`src/rtl/can_tx_pkg.sv`:
```
package can_tx_pkg;
  localparam int unsigned ID_W      = 29;
  localparam int unsigned DLC_W     = 4;
  localparam int unsigned MAX_BYTES = 8;
  localparam int unsigned PAY_W     = 8 * MAX_BYTES;
  localparam int unsigned CRC_W     = 15;
  localparam logic [CRC_W-1:0] CRC_POLY = 15'h4599;
  localparam int unsigned STD_HDR   = 19;
  localparam int unsigned EXT_HDR   = 39;
  localparam int unsigned RAW_MAX   = EXT_HDR + PAY_W;
  localparam int unsigned RAW_LEN_W = $clog2(RAW_MAX + 1);
  localparam int unsigned STREAM_MAX = RAW_MAX + CRC_W;
  localparam int unsigned BUF_MAX   = STREAM_MAX + STREAM_MAX / 4 + 1;
  localparam int unsigned BUF_W     = $clog2(BUF_MAX + 1);
  localparam int unsigned RUN_LIMIT = 5;

  typedef enum logic [1:0] {PH_DATA, PH_CRC, PH_TAIL} build_phase_t;

  typedef enum logic [2:0] {
    ST_IDLE, ST_BUILD, ST_WAIT_BUS, ST_SEND, ST_ACK_WAIT, ST_ACK_DRIVE
  } tx_state_t;

  function automatic logic [CRC_W-1:0] crc15_step(input logic [CRC_W-1:0] c,
                                                  input logic b);
    return {c[CRC_W-2:0], 1'b0} ^ ((c[CRC_W-1] ^ b) ? CRC_POLY : '0);
  endfunction
endpackage

```
`src/rtl/can_header_pack.sv`:
```
module can_header_pack
  import can_tx_pkg::*;
(
  input  logic                 ext_i,
  input  logic [ID_W-1:0]      id_i,
  input  logic                 rtr_i,
  input  logic [DLC_W-1:0]     dlc_i,
  input  logic [PAY_W-1:0]     data_i,
  output logic [RAW_MAX-1:0]   raw_o,
  output logic [RAW_LEN_W-1:0] len_o
);
  localparam int unsigned STD_PAD = EXT_HDR - STD_HDR;

  logic [PAY_W-1:0]   pay_seq;
  logic [STD_HDR-1:0] hdr_std;
  logic [EXT_HDR-1:0] hdr_ext;
  logic [DLC_W-1:0]   nbytes;

  for (genvar k = 0; k < MAX_BYTES; k++) begin : g_byte
    assign pay_seq[PAY_W-1-8*k -: 8] = data_i[8*k +: 8];
  end

  assign hdr_std = {1'b0, id_i[10:0], rtr_i, 1'b0, 1'b0, dlc_i};
  assign hdr_ext = {1'b0, id_i[28:18], 1'b1, 1'b1, id_i[17:0], rtr_i, 2'b00, dlc_i};

  always_comb begin
    if (rtr_i)                            nbytes = '0;
    else if (dlc_i > DLC_W'(MAX_BYTES))   nbytes = DLC_W'(MAX_BYTES);
    else                                  nbytes = dlc_i;
  end

  assign raw_o = ext_i ? {hdr_ext, pay_seq} : {hdr_std, pay_seq, {STD_PAD{1'b0}}};
  assign len_o = (ext_i ? RAW_LEN_W'(EXT_HDR) : RAW_LEN_W'(STD_HDR))
               + RAW_LEN_W'({nbytes, 3'b000});
endmodule

```
`src/rtl/can_stuff_builder.sv`:
```
module can_stuff_builder
  import can_tx_pkg::*;
(
  input  logic                 clk,
  input  logic                 rst_n,
  input  logic                 load_i,
  input  logic [RAW_MAX-1:0]   raw_i,
  input  logic [RAW_LEN_W-1:0] len_i,
  output logic                 fin_o,
  output logic [BUF_MAX-1:0]   bits_o,
  output logic [BUF_W-1:0]     count_o
);
  logic [RAW_MAX-1:0]   raw_q;
  logic [RAW_LEN_W-1:0] left_q;
  logic [CRC_W-1:0]     crc_q;
  logic [3:0]           crc_left_q;
  logic [2:0]           run_q;
  logic                 last_q;
  logic                 active_q;
  logic                 fin_q;
  build_phase_t         phase_q;
  logic [BUF_MAX-1:0]   bits_q;
  logic [BUF_W-1:0]     wr_q;
  logic                 stuff_now;
  logic                 cur_bit;

  always_comb begin
    stuff_now = (run_q == 3'(RUN_LIMIT));
    if (stuff_now) cur_bit = ~last_q;
    else begin
      case (phase_q)
        PH_DATA: cur_bit = raw_q[RAW_MAX-1];
        PH_CRC:  cur_bit = crc_q[CRC_W-1];
        default: cur_bit = 1'b1;
      endcase
    end
  end

  always_ff @(posedge clk or negedge rst_n) begin
    if (!rst_n) begin
      raw_q <= '0; left_q <= '0; crc_q <= '0; crc_left_q <= '0;
      run_q <= '0; last_q <= 1'b1; active_q <= 1'b0; fin_q <= 1'b0;
      phase_q <= PH_DATA; bits_q <= '0; wr_q <= '0;
    end else begin
      fin_q <= 1'b0;
      if (load_i) begin
        raw_q <= raw_i; left_q <= len_i; crc_q <= '0;
        run_q <= '0; last_q <= 1'b1; wr_q <= '0;
        phase_q <= PH_DATA; active_q <= 1'b1;
      end else if (active_q) begin
        bits_q[wr_q] <= cur_bit;
        wr_q   <= wr_q + BUF_W'(1);
        last_q <= cur_bit;
        if (stuff_now) begin
          run_q <= 3'd1;
        end else begin
          run_q <= (cur_bit == last_q) ? run_q + 3'd1 : 3'd1;
          case (phase_q)
            PH_DATA: begin
              crc_q  <= crc15_step(crc_q, cur_bit);
              raw_q  <= raw_q << 1;
              left_q <= left_q - RAW_LEN_W'(1);
              if (left_q == RAW_LEN_W'(1)) begin
                phase_q    <= PH_CRC;
                crc_left_q <= 4'(CRC_W);
              end
            end
            PH_CRC: begin
              crc_q      <= crc_q << 1;
              crc_left_q <= crc_left_q - 4'd1;
              if (crc_left_q == 4'd1) phase_q <= PH_TAIL;
            end
            default: begin
              active_q <= 1'b0;
              fin_q    <= 1'b1;
            end
          endcase
        end
      end
    end
  end

  assign fin_o   = fin_q;
  assign bits_o  = bits_q;
  assign count_o = wr_q;
endmodule

```
`src/rtl/can_bit_timer.sv`:
```
module can_bit_timer #(
  parameter int unsigned BIT_TICKS = 32
) (
  input  logic clk,
  input  logic rst_n,
  input  logic en_i,
  input  logic tick_i,
  output logic sample_o,
  output logic end_o
);
  localparam int unsigned CNT_W     = $clog2(BIT_TICKS);
  localparam int unsigned SAMPLE_AT = BIT_TICKS / 2;

  logic [CNT_W-1:0] cnt_q;

  always_ff @(posedge clk or negedge rst_n) begin
    if (!rst_n)                 cnt_q <= '0;
    else if (!en_i)             cnt_q <= '0;
    else if (tick_i) begin
      if (cnt_q == CNT_W'(BIT_TICKS - 1)) cnt_q <= '0;
      else                                cnt_q <= cnt_q + CNT_W'(1);
    end
  end

  assign sample_o = en_i && tick_i && (cnt_q == CNT_W'(SAMPLE_AT));
  assign end_o    = en_i && tick_i && (cnt_q == CNT_W'(BIT_TICKS - 1));
endmodule

```
`src/rtl/can_frame_tx.sv`:
```
module can_frame_tx
  import can_tx_pkg::*;
#(
  parameter int unsigned BIT_TICKS = 32
) (
  input  logic              clk,
  input  logic              rst_n,
  input  logic              tick,
  input  logic              frm_valid,
  output logic              frm_ready,
  input  logic              frm_ext,
  input  logic [ID_W-1:0]   frm_id,
  input  logic              frm_rtr,
  input  logic [DLC_W-1:0]  frm_dlc,
  input  logic [PAY_W-1:0]  frm_data,
  input  logic              bus_idle,
  input  logic              ack_arm,
  input  logic              ack_match,
  input  logic              can_rx,
  output logic              can_tx,
  output logic              busy,
  output logic              done,
  output logic              conflict,
  output logic              ack_done
);
  tx_state_t            state_q;
  logic [RAW_MAX-1:0]   raw;
  logic [RAW_LEN_W-1:0] raw_len;
  logic                 load;
  logic                 build_fin;
  logic [BUF_MAX-1:0]   stream;
  logic [BUF_W-1:0]     stream_len;
  logic [BUF_W-1:0]     idx_q;
  logic                 tx_q, done_q, conflict_q, ack_done_q;
  logic                 timer_en, bit_sample, bit_end;

  assign load     = frm_valid && (state_q == ST_IDLE);
  assign timer_en = (state_q == ST_SEND) || (state_q == ST_ACK_DRIVE);

  can_header_pack u_pack (
    .ext_i(frm_ext), .id_i(frm_id), .rtr_i(frm_rtr), .dlc_i(frm_dlc),
    .data_i(frm_data), .raw_o(raw), .len_o(raw_len)
  );

  can_stuff_builder u_build (
    .clk(clk), .rst_n(rst_n), .load_i(load), .raw_i(raw), .len_i(raw_len),
    .fin_o(build_fin), .bits_o(stream), .count_o(stream_len)
  );

  can_bit_timer #(.BIT_TICKS(BIT_TICKS)) u_timer (
    .clk(clk), .rst_n(rst_n), .en_i(timer_en), .tick_i(tick),
    .sample_o(bit_sample), .end_o(bit_end)
  );

  always_ff @(posedge clk or negedge rst_n) begin
    if (!rst_n) begin
      state_q <= ST_IDLE; idx_q <= '0; tx_q <= 1'b1;
      done_q <= 1'b0; conflict_q <= 1'b0; ack_done_q <= 1'b0;
    end else begin
      done_q <= 1'b0; conflict_q <= 1'b0; ack_done_q <= 1'b0;
      case (state_q)
        ST_IDLE: begin
          if (frm_valid)    state_q <= ST_BUILD;
          else if (ack_arm) state_q <= ST_ACK_WAIT;
        end
        ST_BUILD: if (build_fin) state_q <= ST_WAIT_BUS;
        ST_WAIT_BUS: begin
          if (bus_idle) begin
            state_q <= ST_SEND;
            idx_q   <= '0;
            tx_q    <= stream[0];
          end
        end
        ST_SEND: begin
          if (bit_sample && tx_q && !can_rx) begin
            conflict_q <= 1'b1;
            tx_q       <= 1'b1;
            state_q    <= ST_IDLE;
          end else if (bit_end) begin
            if (idx_q + BUF_W'(1) == stream_len) begin
              done_q  <= 1'b1;
              tx_q    <= 1'b1;
              state_q <= ST_IDLE;
            end else begin
              idx_q <= idx_q + BUF_W'(1);
              tx_q  <= stream[idx_q + BUF_W'(1)];
            end
          end
        end
        ST_ACK_WAIT: begin
          if (ack_match) begin
            tx_q    <= 1'b0;
            state_q <= ST_ACK_DRIVE;
          end
        end
        ST_ACK_DRIVE: begin
          if (bit_end) begin
            tx_q       <= 1'b1;
            ack_done_q <= 1'b1;
            state_q    <= ST_IDLE;
          end
        end
        default: state_q <= ST_IDLE;
      endcase
    end
  end

  assign frm_ready = (state_q == ST_IDLE);
  assign busy      = (state_q != ST_IDLE);
  assign can_tx    = tx_q;
  assign done      = done_q;
  assign conflict  = conflict_q;
  assign ack_done  = ack_done_q;
endmodule

```
`config.mk`:
```
export PLATFORM = sky130hd
export DESIGN_NAME = can_frame_tx
export DESIGN_NICKNAME = d
export VERILOG_FILES = /design/src/rtl/can_tx_pkg.sv /design/src/rtl/can_header_pack.sv /design/src/rtl/can_stuff_builder.sv /design/src/rtl/can_bit_timer.sv /design/src/rtl/can_frame_tx.sv
export SDC_FILE = /design/constraint.sdc
export NUM_CORES = 1
export LEC_CHECK = 0
export BUFFER_PORTS_ARGS = -buffer_cell sky130_fd_sc_hd__buf_2
export CAP_MARGIN = 25
export CORE_MARGIN = 4
export CORE_UTILIZATION = 61
export CTS_CLUSTER_SIZE = 28
export DETAILED_ROUTE_END_ITERATION = 10
export GPL_TIMING_DRIVEN = 0
export PLACE_DENSITY = 0.9
export SETUP_SLACK_MARGIN = 0.02
export SLEW_MARGIN = 10
export SYNTH_ARGS = -nofsm -noshare
export SYNTH_HDL_FRONTEND = slang
export SYNTH_SLANG_ARGS = --single-unit
export TNS_END_PERCENT = 20
```
`constraint.sdc`:
```
create_clock -name clk -period 2.95 [get_ports clk]
set_input_delay 0.59 -clock clk [delete_from_list [all_inputs] [get_ports clk]]
set_output_delay 0.59 -clock clk [all_outputs]
set_load 0.005 [all_outputs]
```
==> results by stage, run 1 <==
Logic synthesis:
- Counting every instance in the synthesized netlist gives 1720.
- Among all cell types in the netlist, the one instantiated most often is sky130_fd_sc_hd__dfrtp_1.
- The unique cell type count in the Yosys netlist is 62.
- The fraction of the mapped netlist area in adder cells is 1.27%.
- The post-synthesis mux area share is 6.40%.
- After synthesis, the largest family of logic cells by area is compound AO/OA/AOI/OAI gates.
- Sorting the synthesized cells by how often they occur yields sky130_fd_sc_hd__dfrtp_1 (311), sky130_fd_sc_hd__nand2_1 (304), sky130_fd_sc_hd__o21ai_0 (170).
- Ranked by total cell area, the synthesized netlist is headed by sky130_fd_sc_hd__dfrtp_1 (48%), sky130_fd_sc_hd__nand2_1 (7.0%), sky130_fd_sc_hd__o31ai_1 (6.6%).
- The synthesized netlist devotes 22.6% of its cell area to compound gates.
- After Yosys synthesis, and, or, nand and nor cells account for between 15 and 20% of the synthesized area.
- Counting flops and latches in the post-synthesis netlist gives between 300 and 400.
- Counting flops with a built-in enable in the synthesized netlist gives 0.
- The total nets after synthesis is roughly 1800.
- The post-synthesis share of cell area spent on xor and xnor gates is 2.40%.
- The share of synthesized area occupied by flip-flops and latches is 48.0%.
- The share of synthesized area in the top cell type comes to 47.7%.
- The most used flip-flop cell after synthesis is sky130_fd_sc_hd__dfrtp_1.
- The mapped netlist covers 0.0163 mm^2.
- The synthesized area divided by synthesized cell count is 9.49 um^2.
- The fraction of synthesis flops using an asynchronous set or reset pin is 100%.
- The synthesis warning total is 0.
- The largest area contributor in the netlist is sky130_fd_sc_hd__dfrtp_1.

Outcome:
- The checks that failed: negative setup slack.
- The flow ran to the end, but the final reports show violations.

GRT:
- The first global-routing pass estimated 80400 um of wire.
- For this run, the total global-route usage over all layers was measured as about a third.
- The number of antenna violations at the first check in global routing is 0.
- Entering global routing, the biggest net connects 117 pins.
- The number of global-route vias before repair is about 15000.
- For this run the aggregate overflow at the end of global routing stands at 0.

Layout:
- After routing the design area is 0.0187 mm^2.
- The proportion of layout cells with a drive suffix above 1 is 13.6%.
- The area growth from synthesis to layout is 14.4%.
- The number of non-filler instances in the completed layout is 2229.
- At the end of the flow, the number of nets in the layout was 1993.
- The number of antenna repair diodes is 0.

Setup path:
- The critical path startpoint category is a register.
- The critical path data required time is 3.35 ns.
- The type of element capturing the critical path is a register.
- The class of the most critical setup path is register to register.
- Of all nets on the critical path, the largest fanout is 10.
- The number of cells on the worst reg-to-reg path is 8.
- Data on the critical path arrives at its endpoint at 3.37 ns.

Timing:
- In the finished design, the share of the clock period the worst path needs comes to 101%.
- The final setup TNS is -0.0254 ns.
- The number of failing hold endpoints at the final stage is 0.
- Setup repair after global routing could not meet its margin everywhere.
- Setup violations remaining at the end of the flow were counted as 2.
- After layout, the worst setup slack is -0.0177 ns.
- The maximum operating frequency is roughly 340 MHz.
- The worst path in the final design needs a cycle of 2.97 ns, including I/O delays and setup.
- Headroom to the max-slew limit came out at between 40% and 50%.
- The number of max-slew violations in the final report is 0.
- The transition time at the pin with the least slew margin is ~0.82 ns.
- The clock arrives with 0.0383 ns of skew.

Floorplanning:
- The die covers 0.0295 mm^2.
- Measured along the y axis, the die boundary spans 172 um.
- For this design the top-level I/O count stands at 113.
- Once the floorplan was initialized, standard cells occupied 62.3% of the core.
- The floorplan has 59 rows.
- The chip width is 172 um.
- In this run the standard cell core region covers about 0.026 mm^2.

CTS:
- The number of sinks handled by clock tree synthesis is 313.
- The tree is rooted in a sky130_fd_sc_hd__clkbuf_16.
- Clock-pin slew was measured on the worst setup and hold paths at 0.06 ns.
- The level count of the clock H-tree is 2.
- The buffer levels on the longest clock path is 3.
- The number of buffers created by CTS is 35.
- TritonCTS built the clock tree.
- Clock latency on the worst-skew pair, taken at its later pin, is 0.54 ns.

Power:
- IR analysis of the VDD net gives a maximum drop of 0.000542 V.
- The leakage power is 7.83 nW.
- The total design power is approximately 0.014 W.
- Dividing total power by cell area gives a power density of 728 mW/mm^2.

Detailed routing:
- The wire length per cell is 22.9 um.
- The DRC marker count from the first detailed-route iteration is 2375.
- The number of iterations in the first detailed-routing pass is 7.
- The final routed wirelength across all metal layers is roughly 51000 um.
- The via count of the routed design is 15500.
- Once detail routing completed, the nets flagged for antenna violations numbered 0.
- The via density per instance is 6.94.
- For this run, design rule violations remaining after detail routing come to 0.

Hold path:
- The min-delay analysis places its worst path in the category input port to register.
- The worst hold path passes through 3 cells.

Placement:
- The worst slack at placement is -0.445 ns.
- Buffers placed on the I/O ports in this run total 110.
- The instance count after placement with tap cells included is ~2200.
- The wire-length estimate of the detail-placed layout is about 34000 um.
- The congestion estimate from routability-driven global placement came to 0.969.
- The placed instances occupy a cell area of 0.0174 mm^2.

Job:
- Max-cap violations in this run came to 0.
[report_power, final]
group	switching [W]	total (W)	internal, W
logic	0.00189	0.00304	0.00115
clock network	0.00180	0.00453	0.00273
registers	0.000699	0.00602	0.00532
[state kept, by name (all words and copies together), names as in the netlist, 2 cells and up]
name	cells
u_build.bits_o	148
u_build.raw_q	103
u_build.crc_q	15
idx_q	8
u_build.count_o	8
u_build.left_q	7
u_timer.cnt_q	5
u_build.crc_left_q	4
state_q	3
u_build.run_q	3
u_build.phase_q	2
[metal layers]
metal	routed length, um	global-route usage, %
met1	18600	46.4
met2	23300	52.3
met3	6250	8.85
met4	2920	17.6
met5	0	0
[cell families (layout without fill, tap and decap cells)]
group	Yosys count	in the layout
flip-flops	313	313
AO/OA/AOI/OAI	582	582
adder cells (fa/ha/maj)	16	16
buffers and inverters	177	351
XOR/XNOR	39	39
multiplexers	56	56
AND/OR/NAND/NOR	537	537
[critical path, stage by stage, from the launching register on]
cell,delay [ns]
sky130_fd_sc_hd__dfrtp_1,0.41
sky130_fd_sc_hd__nor3_2,0.33
sky130_fd_sc_hd__and2_0,0.24
sky130_fd_sc_hd__clkbuf_1,0.40
sky130_fd_sc_hd__nor3b_1,0.20
sky130_fd_sc_hd__nand3_1,0.36
sky130_fd_sc_hd__clkbuf_1,0.60
sky130_fd_sc_hd__o21ai_0,0.19
sky130_fd_sc_hd__o31ai_1,0.10
[cell type report]
type | count | area (um^2)
buffer | 159 | 649
clock buffer | 48 | 996
clock inverter | 13 | 193
fill | 1797 | 7530
inverter | 16 | 60.1
multi-input combinational | 1230 | 7870
sequential | 313 | 7840
tap | 335 | 419
timing repair buffer | 115 | 661
[cells in the final DEF (no fill, tap or decap), types with 15 or more instances in the layout]
master,count
sky130_fd_sc_hd__a211oi_1,86
sky130_fd_sc_hd__clkbuf_16,36
sky130_fd_sc_hd__o21ai_0,170
sky130_fd_sc_hd__a21oi_1,51
sky130_fd_sc_hd__mux4_2,38
sky130_fd_sc_hd__nor2b_1,28
sky130_fd_sc_hd__nor2_1,50
sky130_fd_sc_hd__inv_1,15
sky130_fd_sc_hd__o31ai_1,143
sky130_fd_sc_hd__a31oi_1,104
sky130_fd_sc_hd__ha_1,15
sky130_fd_sc_hd__xnor2_1,22
sky130_fd_sc_hd__and2_1,64
sky130_fd_sc_hd__nand3_1,29
sky130_fd_sc_hd__nand2_1,303
sky130_fd_sc_hd__dfrtp_1,311
sky130_fd_sc_hd__buf_2,116
sky130_fd_sc_hd__clkbuf_1,128
[worst paths after layout]
path | from | end | slack (ns)
hold / removal | frm_dlc[0] | u_build.left_q[3]$_DFFE_PN0P_ | 0.39
setup / recovery | state_q[0]$_DFFE_PN0P_ | u_build.bits_o[101]$_DFFE_PN0P_ | -0.02
hold reg to reg | u_build.bits_o[129]$_DFFE_PN0P_ | u_build.bits_o[129]$_DFFE_PN0P_ | 0.49
setup reg to reg | state_q[0]$_DFFE_PN0P_ | u_build.bits_o[101]$_DFFE_PN0P_ | -0.02
max in group asynchronous | rst_n | u_build.raw_q[7]$_DFFE_PN0P_ | 1.33
min in group asynchronous | rst_n | u_timer.cnt_q[4]$_DFFE_PN0P_ | 0.47
[stage by stage]
stage | utilization [%] | hold WS, ns
after global placement | 66.0 | 0.456
after global routing | 71.3 | 0.405
final | 71.3 | 0.395
after floorplan | - | 0.294
after detailed placement | 66.4 | 0.409
after CTS | 71.1 | 0.381
[what timing repair did]
action / in CTS / in global routing
endpoints found under the setup margin: 15 / 155
pin swaps: 1 / 0
setup buffers: 1 / 0
endpoints found under the hold margin: 9 / 0
hold buffers: 1 / 0
resized for setup: 8 / 29
No activity file was read; power rests on OpenSTA's default activity.
==> inputs of run 2 (changes only) <==
Settings changed: CORE_UTILIZATION 61 to 55, PLACE_DENSITY 0.9 to 0.87.
Clock period 2.95 ns to 2.7 ns, I/O delays scaled along.
==> run 2 against run 1 <==
Net effect: the run still ends with negative setup slack left; cell count rose by 2.2%; sequential share of layout area fell by 0.30 points; combinational power rose by 12%; worst hold slack got worse by 0.11 ns; sequential cell count did not move; clock-buffer cell count rose by 1; via count fell by 0.74%; routed wire length barely moved; clock skew rose by 0.011 ns; global-route usage fell by 4.7 points; critical path type unchanged; critical endpoint is now u_build.bits_o[111]$_DFFE_PN0P_; highest routed layer is now met5.
==> results by stage, run 2 (synthesized netlist as in run 1, its figures left out) <==
Outcome:
- The run finished, with violations left.
- The checks that failed: negative setup slack.

Detailed routing:
- The via density per instance is between 6 and 7.
- In this run the remaining antenna-violating nets after routing total 0.
- The routed layout has 15400 vias.
- After detailed routing, the number of remaining DRC violations is 0.
- In the final routed layout, each cell accounts on average for 22.4 um.
- The DRC marker count from the first detailed-route iteration is 1941.
- The routed length on met3 is 5800 um.
- The final layout contains routed wiring with a total length of between 50000 and 60000 um.
- The top metal layer carrying routed signals is met5.
- Summed over all nets, wire length on met2 after detailed routing comes to 23300 um.
- The number of iterations in the first detailed-routing pass is 7.
- The wire length on met1 is 19100 um.

Power:
- The power density over cell area is 779 mW/mm^2.
- VDD sags by at most 0.000644 V.
- In this run the static leakage power is between 7 and 8 nW.

Setup path:
- The destination of the critical timing path is u_build.bits_o[111]$_DFFE_PN0P_.
- In this run the register-to-register setup slack is -0.05 ns.
- In this design, the stage delay of the slowest critical-path cell is ~0.45 ns.
- The type of element capturing the critical path is a register.
- The startpoint of the lowest-slack register-to-register path is u_build.count_o[3]$_DFFE_PN0P_.
- The critical path goes through clkbuf_1 > nand2_1 > nor2_1 > nand2_1 > clkbuf_2 > o21ai_0 > o31ai_1.
- The worst-path maximum fanout is 10.
- The origin of the worst setup path is u_build.count_o[3]$_DFFE_PN0P_.
- The critical path data required time is 3.06 ns.
- The number of cells on the worst reg-to-reg path is 7.
- For this design, the slowest cell found on the critical path is sky130_fd_sc_hd__clkbuf_1.
- The worst register-to-register path ends at u_build.bits_o[111]$_DFFE_PN0P_.
- The class of the most critical setup path is register to register.
- The worst setup path is launched from a register.
- The arrival time of the worst setup path is 3.11 ns.
- The most common cell type on the critical path is sky130_fd_sc_hd__nand2_1.

Layout:
- Cells with a size suffix above 1 make up 15.5% of the layout.
- The number of non-filler instances in the completed layout is 2277.
- The synthesis-to-finish area growth is 15.2%.
- The final core utilization is between 60% and 70%.
- The flip-flop count of the largest register after layout is 148.
- The library cell used most frequently in the layout, excluding fill and tap cells, is sky130_fd_sc_hd__dfrtp_1.
- The final layout contains 1994 nets.
- The top cell types in the final layout, fill and taps aside, are sky130_fd_sc_hd__dfrtp_1 (310), sky130_fd_sc_hd__nand2_1 (302), sky130_fd_sc_hd__o21ai_0 (170).

Timing:
- In the post-route analysis, the smallest setup slack over all paths is -0.0455 ns.
- The ratio of final minimum period to clock period is 102%.
- At the pin with the least slew margin, the transition time is about 0.74 ns.
- Counting I/O delays and the setup requirement, the final critical path takes between 2 and 3 ns.
- The number of failing hold endpoints at the final stage is 0.
- Setup repair after global routing could not meet its margin everywhere.
- The number of max-slew violations in the final report was 0.
- The maximum operating frequency is between 300 and 400 MHz.
- The worst setup skew after layout is 0.0495 ns.
- The worst pin sits at a relative slew slack of 50.9%.
- The final setup violation count is 5.

Placement:
- The number of placed instances, taps included, is 2217.
- Routability-driven placement finished with a final weighted congestion of 0.984.
- Buffers placed on the I/O ports in this run total 110.
- Once detailed placement completed, the half-perimeter wirelength came to 34600 um.

Floorplanning:
- The chip width is 180 um.
- The region available for standard cell placement spans between 0.02 and 0.03 mm^2.
- The starting density of the core is 56.3%.
- The total die area is 0.0325 mm^2.
- After floorplanning, the core was divided into 62 placement rows.
- In this run the count of I/O pins placed on the die edge is 113.
- In this run the vertical extent of the chip is between 150 and 200 um.

GRT:
- The number of global-route vias before repair was 15000.
- The remaining global-route overflow is 0.
- The wire length of the first global-routing pass is 79100 um.
- The number of antenna violations at the first check in global routing is 1.
- The total global-route track usage is 29.8%.
- The largest net degree at the start of global routing is 92.

CTS:
- In this run the number of H-tree levels came out at 2.
- The clock latency on the worst-skew pair is approximately 0.54 ns.
- The number of sinks handled by clock tree synthesis is 313.
- Counting the buffers created by CTS gives 35.
- In this run the clock root is driven by a sky130_fd_sc_hd__clkbuf_16.
- The buffer levels on the longest clock path is 3.
- TritonCTS built the clock tree.
- The clock input transition at the sequential cells of the worst setup and hold paths is approximately 0.06 ns.

Job:
- Across the run, the number of max-cap violations was 0.

Hold path:
- The worst min-delay path category is input port to register.
-- run 2: through the flow --
| stage | setup WS, ns | TNS (ns) | hold slack [ns] | power [W] | instance area, um^2 |
|---|---|---|---|---|---|
| 2_1_floorplan | 0.152 | 0 | 0.244 | 0.00869 | 16300 |
| 3_3_place_gp | -4.57 | -1429.50 | 0.459 | 0.00953 | 17400 |
| 3_5_place_dp | -0.672 | -16.82 | 0.472 | 0.00976 | 17500 |
| 4_1_cts | -0.148 | -0.164 | 0.286 | 0.0145 | 18700 |
| 5_1_grt | -0.151 | -1.21 | 0.344 | 0.0154 | 18800 |
| 6_report | -0.0455 | -0.140 | 0.288 | 0.0147 | 18800 |
-- run 2: worst min-delay path by stage --
stage               cells past startpoint  slack [ns]                            start                               to
floorplan                               0        0.24                            rst_n               ack_done$_DFF_PN0_
global placement                        2        0.46  u_build.bits_o[130]$_DFFE_PN0P_  u_build.bits_o[130]$_DFFE_PN0P_
detailed placement                      2        0.47  u_build.bits_o[146]$_DFFE_PN0P_  u_build.bits_o[146]$_DFFE_PN0P_
CTS                                     3        0.29                       frm_dlc[0]    u_build.left_q[3]$_DFFE_PN0P_
global route                            3        0.34                       frm_dlc[0]    u_build.left_q[3]$_DFFE_PN0P_
finish                                  3        0.29                       frm_dlc[0]    u_build.left_q[3]$_DFFE_PN0P_
-- run 2: cell type report --
| class | instances | area [um^2] |
|---|---|---|
| Timing Repair Buffer | 115 | 661 |
| Fill cell | 2173 | 10200 |
| Buffer | 160 | 693 |
| Inverter | 16 | 60.1 |
| Tap cell | 384 | 480 |
| Multi-Input combinational cell | 1230 | 7970 |
| Clock buffer | 49 | 978 |
| Clock inverter | 9 | 138 |
| Sequential cell | 313 | 7840 |
| Antenna cell | 1 | 2.50 |
-- run 2: worst max-delay path, delay by kind of cell, from the launching register on --
family / cells / cell delay [ns]
and+or+nand+nor: 3 / 0.97
buffers and inverters: 2 / 0.84
DFF: 1 / 0.42
AOI/OAI and AO/OA: 2 / 0.34
-- run 2: repair_timing --
item                                    CTS  global route
pin swaps                                 1             1
hold buffers                              1             0
endpoints found under the setup margin  192           217
hold endpoints to repair                  1             0
resized for setup                        26            73
setup buffers                             1             0
-- run 2: per-layer routing --
metal | GRT usage (%) | vias to the layer above
li1 | - | 6584
met1 | 39.8 | 7470
met2 | 46.1 | 1067
met3 | 7.02 | 242
met4 | 15.1 | 2
met5 | 0 | -
-- run 2: where the power goes --
part | internal [W] | leakage, nW | switching [W] | total, W
Sequential | 0.00582 | 4.08 | 0.000757 | 0.00657
Combinational | 0.00131 | 3.27 | 0.00208 | 0.00339
Clock | 0.00274 | 0.541 | 0.00196 | 0.00470
Total | 0.00986 | 7.89 | 0.00480 | 0.0147
==> inputs of run 3 (changes only) <==
Settings changed: CORE_UTILIZATION 55 to 61, PLACE_DENSITY 0.87 to 0.9.
Clock period 2.7 ns to 2.9 ns, I/O delays scaled along.
==> run 3 against run 2 <==
Net effect: sequential share of layout area rose by 0.25 points; clock power is 2% lower; sequential power is 6.7% lower; the run still ends with negative setup slack left; routed wire length hardly changed; clock-buffer cell count shrank 1; clock skew decreased by 0.013 ns.
==> results by stage, run 3 (synthesized netlist as in run 1, its figures left out) <==
Outcome:
- The run finished, with violations left.
- The checks that failed: negative setup slack.

Power:
- The sequential power share is 44.3%.
- Net switching is around a third of the power.
- The total net switching power is 0.00446 W.
- The cell-internal power is 0.00936 W.
- Power spread over the standard cell area amounts to 739 mW/mm^2.
- The proportion of power drawn by the clock network is 33.2%.
- The maximum ir drop on the vdd rail is 0.000551 V.
- The leakage power is 7.85 nW.
- Of the total power, combinational logic draws 22.4%.

Layout:
- The area of all placed cells without fillers is 0.0187 mm^2.
- In the layout the commonest cells are sky130_fd_sc_hd__dfrtp_1 (310), sky130_fd_sc_hd__nand2_1 (302), sky130_fd_sc_hd__o21ai_0 (170).
- Relative to the synthesized area, the layout overhead comes to 14.6%.
- The library cell used most frequently in the layout, excluding fill and tap cells, is sky130_fd_sc_hd__dfrtp_1.
- The number of antenna repair diodes is 0.
- The fill cell total of the finished layout is about 1800.
- After the last flow step, the layout net total stands at roughly 2000.
- In the final layout, the multi-input gates occupy 0.00788 mm^2.
- The storage element area is just under 0.008 mm^2.
- Cells with a size suffix above 1 make up 14.2% of the layout.
- The register with the most flip-flops in the layout has about 150 of them.

Timing:
- Across all setup checks in the final design, the least slack found is -0.0701 ns.
- Setup violations remaining at the end of the flow were counted as 6.
- The transition time at the pin with the least slew margin is 0.834 ns.
- The maximum operating frequency is 337 MHz.
- The worst path in the final design needs a cycle of 2.97 ns, including I/O delays and setup.
- The ratio of final minimum period to clock period is 102%.
- The number of failing hold endpoints at the final stage is 0.
- Setup repair after global routing could not meet its margin everywhere.
- The final setup TNS is -0.197 ns.
- The headroom to the max-slew limit is 44.0%.
- The number of max-slew violations in the final report is 0.
- Clock skew on the completed layout was measured at around 0.036 ns.

GRT:
- The number of antenna violations at the first check in global routing is 1.
- The first global-routing pass estimated 80500 um of wire.
- The remaining global-route overflow is 0.
- Global routing consumed, over all layers together, 34.6% of the routing resources.
- Entering global routing, the biggest net connects 117 pins.
- The number of global-route vias before repair is between 15000 and 20000.

Floorplanning:
- The starting density of the core is 62.3%.
- The row count is between 50 and 60.
- The height of the die is 172 um.
- The number of primary I/O pins is 113.
- The area of the core is 0.0262 mm^2.
- The total die area is 0.0295 mm^2.
- The chip width is ~170 um.

Setup path:
- The origin of the worst setup path is state_q[1]$_DFFE_PN0P_.
- The delay of the slowest cell on the worst path is 0.60 ns.
- At the worst endpoint, the arrival time is ~3.3 ns.
- In this run the critical register-to-register path is captured at u_build.bits_o[102]$_DFFE_PN0P_.
- The critical path startpoint category is a register.
- Broken down by cell family, the worst path's largest delay share belongs to simple AND/OR/NAND/NOR gates.
- At the worst endpoint, the required time is 3.27 ns.
- The number of buffer and inverter stages on the critical path is 2.
- In this run the critical register-to-register path is launched from state_q[1]$_DFFE_PN0P_.
- The slowest cell on the critical path is sky130_fd_sc_hd__nor3b_1.
- The type of element capturing the critical path is a register.
- The critical path runs through a total of 8 cells.
- Across all register-to-register paths, the minimum setup slack is -0.07 ns.
- The number of cells on the worst reg-to-reg path is 8.
- Walking the worst path, the cells encountered are nor3_2 > and2_0 > clkbuf_1 > nor3b_1 > nand3_1 > clkbuf_2 > o21ai_0 > o31ai_1.
- The destination of the critical timing path is u_build.bits_o[102]$_DFFE_PN0P_.
- The worst-path maximum fanout is 10.
- The class of the most critical setup path is register to register.

Detailed routing:
- The number of antenna-violating nets in the routed design is 0.
- Wires add up to roughly 51000 um.
- The detailed router finished its first iteration with 2458 violations.
- In the routed design, unresolved DRC markers number 0.
- Dividing the detail-routed wire length by the instance count gives ~23 um.
- The first detailed-routing pass ran for 6 iterations.
- The via density per instance is about 7.0.
- The detailed router placed 15600 vias in this run.

CTS:
- The clock input transition at the sequential cells of the worst setup and hold paths is 0.06 ns.
- The clock latency on the worst-skew pair is 0.53 ns.
- The number of buffers created by CTS is 35.
- The CTS tree is built.
- The clock net in this run drives a total of 313 sinks.
- No sink is reached through more buffers than the 3 on the longest clock path.
- The H-tree generated during clock tree synthesis spans 2 levels.
- The tree is rooted in a sky130_fd_sc_hd__clkbuf_16.

Placement:
- Prior to clock tree synthesis, the placed netlist has a worst setup slack of -0.495 ns.
- The post-place instance area is 0.0174 mm^2.
- Input and output buffers added on the ports amount to between 100 and 150.
- Once detailed placement completed, the half-perimeter wirelength came to ~34000 um.
- Routability-driven placement finished with a final weighted congestion of 0.969.

Hold path:
- The worst min-delay path category is input port to register.

Job:
- The count of max-cap constraint violations is 0.
## run 3: timing repair
action	in CTS	in global routing
endpoints found under the setup margin	25	155
setup buffers	1	0
gates resized for setup	12	40
endpoints found under the hold margin	9	0
pin swaps	1	1
hold buffers	1	0
## run 3: stage by stage
| step | util, % | hold slack (ns) | total power, W | instances |
|---|---|---|---|---|
| final | 71.4 | 0.382 | 0.0138 | 2230 |
| after global routing | 71.4 | 0.395 | 0.0145 | 2230 |
| after CTS | 71.1 | 0.371 | 0.0137 | 2231 |
| after detailed placement | 66.4 | 0.399 | 0.00908 | 2168 |
| after global placement | 66.0 | 0.456 | 0.00887 | 2165 |
| after floorplan | - | 0.284 | 0.00809 | 1720 |
## run 3: worst min-delay path by stage
stage,startpoint,slack (ns),to,cells past startpoint
final,frm_dlc[0],0.38,u_build.left_q[3]$_DFFE_PN0P_,3
after global placement,u_build.bits_o[146]$_DFFE_PN0P_,0.46,u_build.bits_o[146]$_DFFE_PN0P_,2
after global routing,can_rx,0.39,conflict$_DFF_PN0_,3
after CTS,frm_dlc[0],0.37,u_build.left_q[3]$_DFFE_PN0P_,3
after floorplan,rst_n,0.28,ack_done$_DFF_PN0_,0
after detailed placement,rst_n,0.40,u_timer.cnt_q[3]$_DFFE_PN0P_,1
## run 3: metal layers
layer  track usage, %  wire length, um  vias up
met5                0                0        -
met4             17.4             2850        0
met3             9.22             6480      311
met2             52.3            23300     1226
met1             46.4            18500     7461
li1                 -                -     6568
## run 3: layout make-up
| type | instances | area share, % |
|---|---|---|
| Buffer | 160 | 3.52 |
| Clock buffer | 48 | 5.32 |
| Clock inverter | 13 | 1.03 |
| Inverter | 16 | 0.321 |
| Multi-Input combinational cell | 1230 | 42.1 |
| Sequential cell | 313 | 41.9 |
| Tap cell | 335 | 2.24 |
| Timing Repair Buffer | 115 | 3.53 |
## run 3: power groups by stage
stage	registers (W)	clock network (W)	logic, W
finish	0.00613	0.00460	0.00310
global route	0.00623	0.00480	0.00343
CTS	0.00609	0.00460	0.00302
detailed placement	0.00612	0	0.00295
global placement	0.00607	0	0.00279
floorplan	0.00594	0	0.00215
## run 3: tightest hold or removal path, cell delays in order
cell and delay, ns:
sky130_fd_sc_hd__buf_2 0.14, sky130_fd_sc_hd__nand3_1 0.06, sky130_fd_sc_hd__o21ai_0 0.07
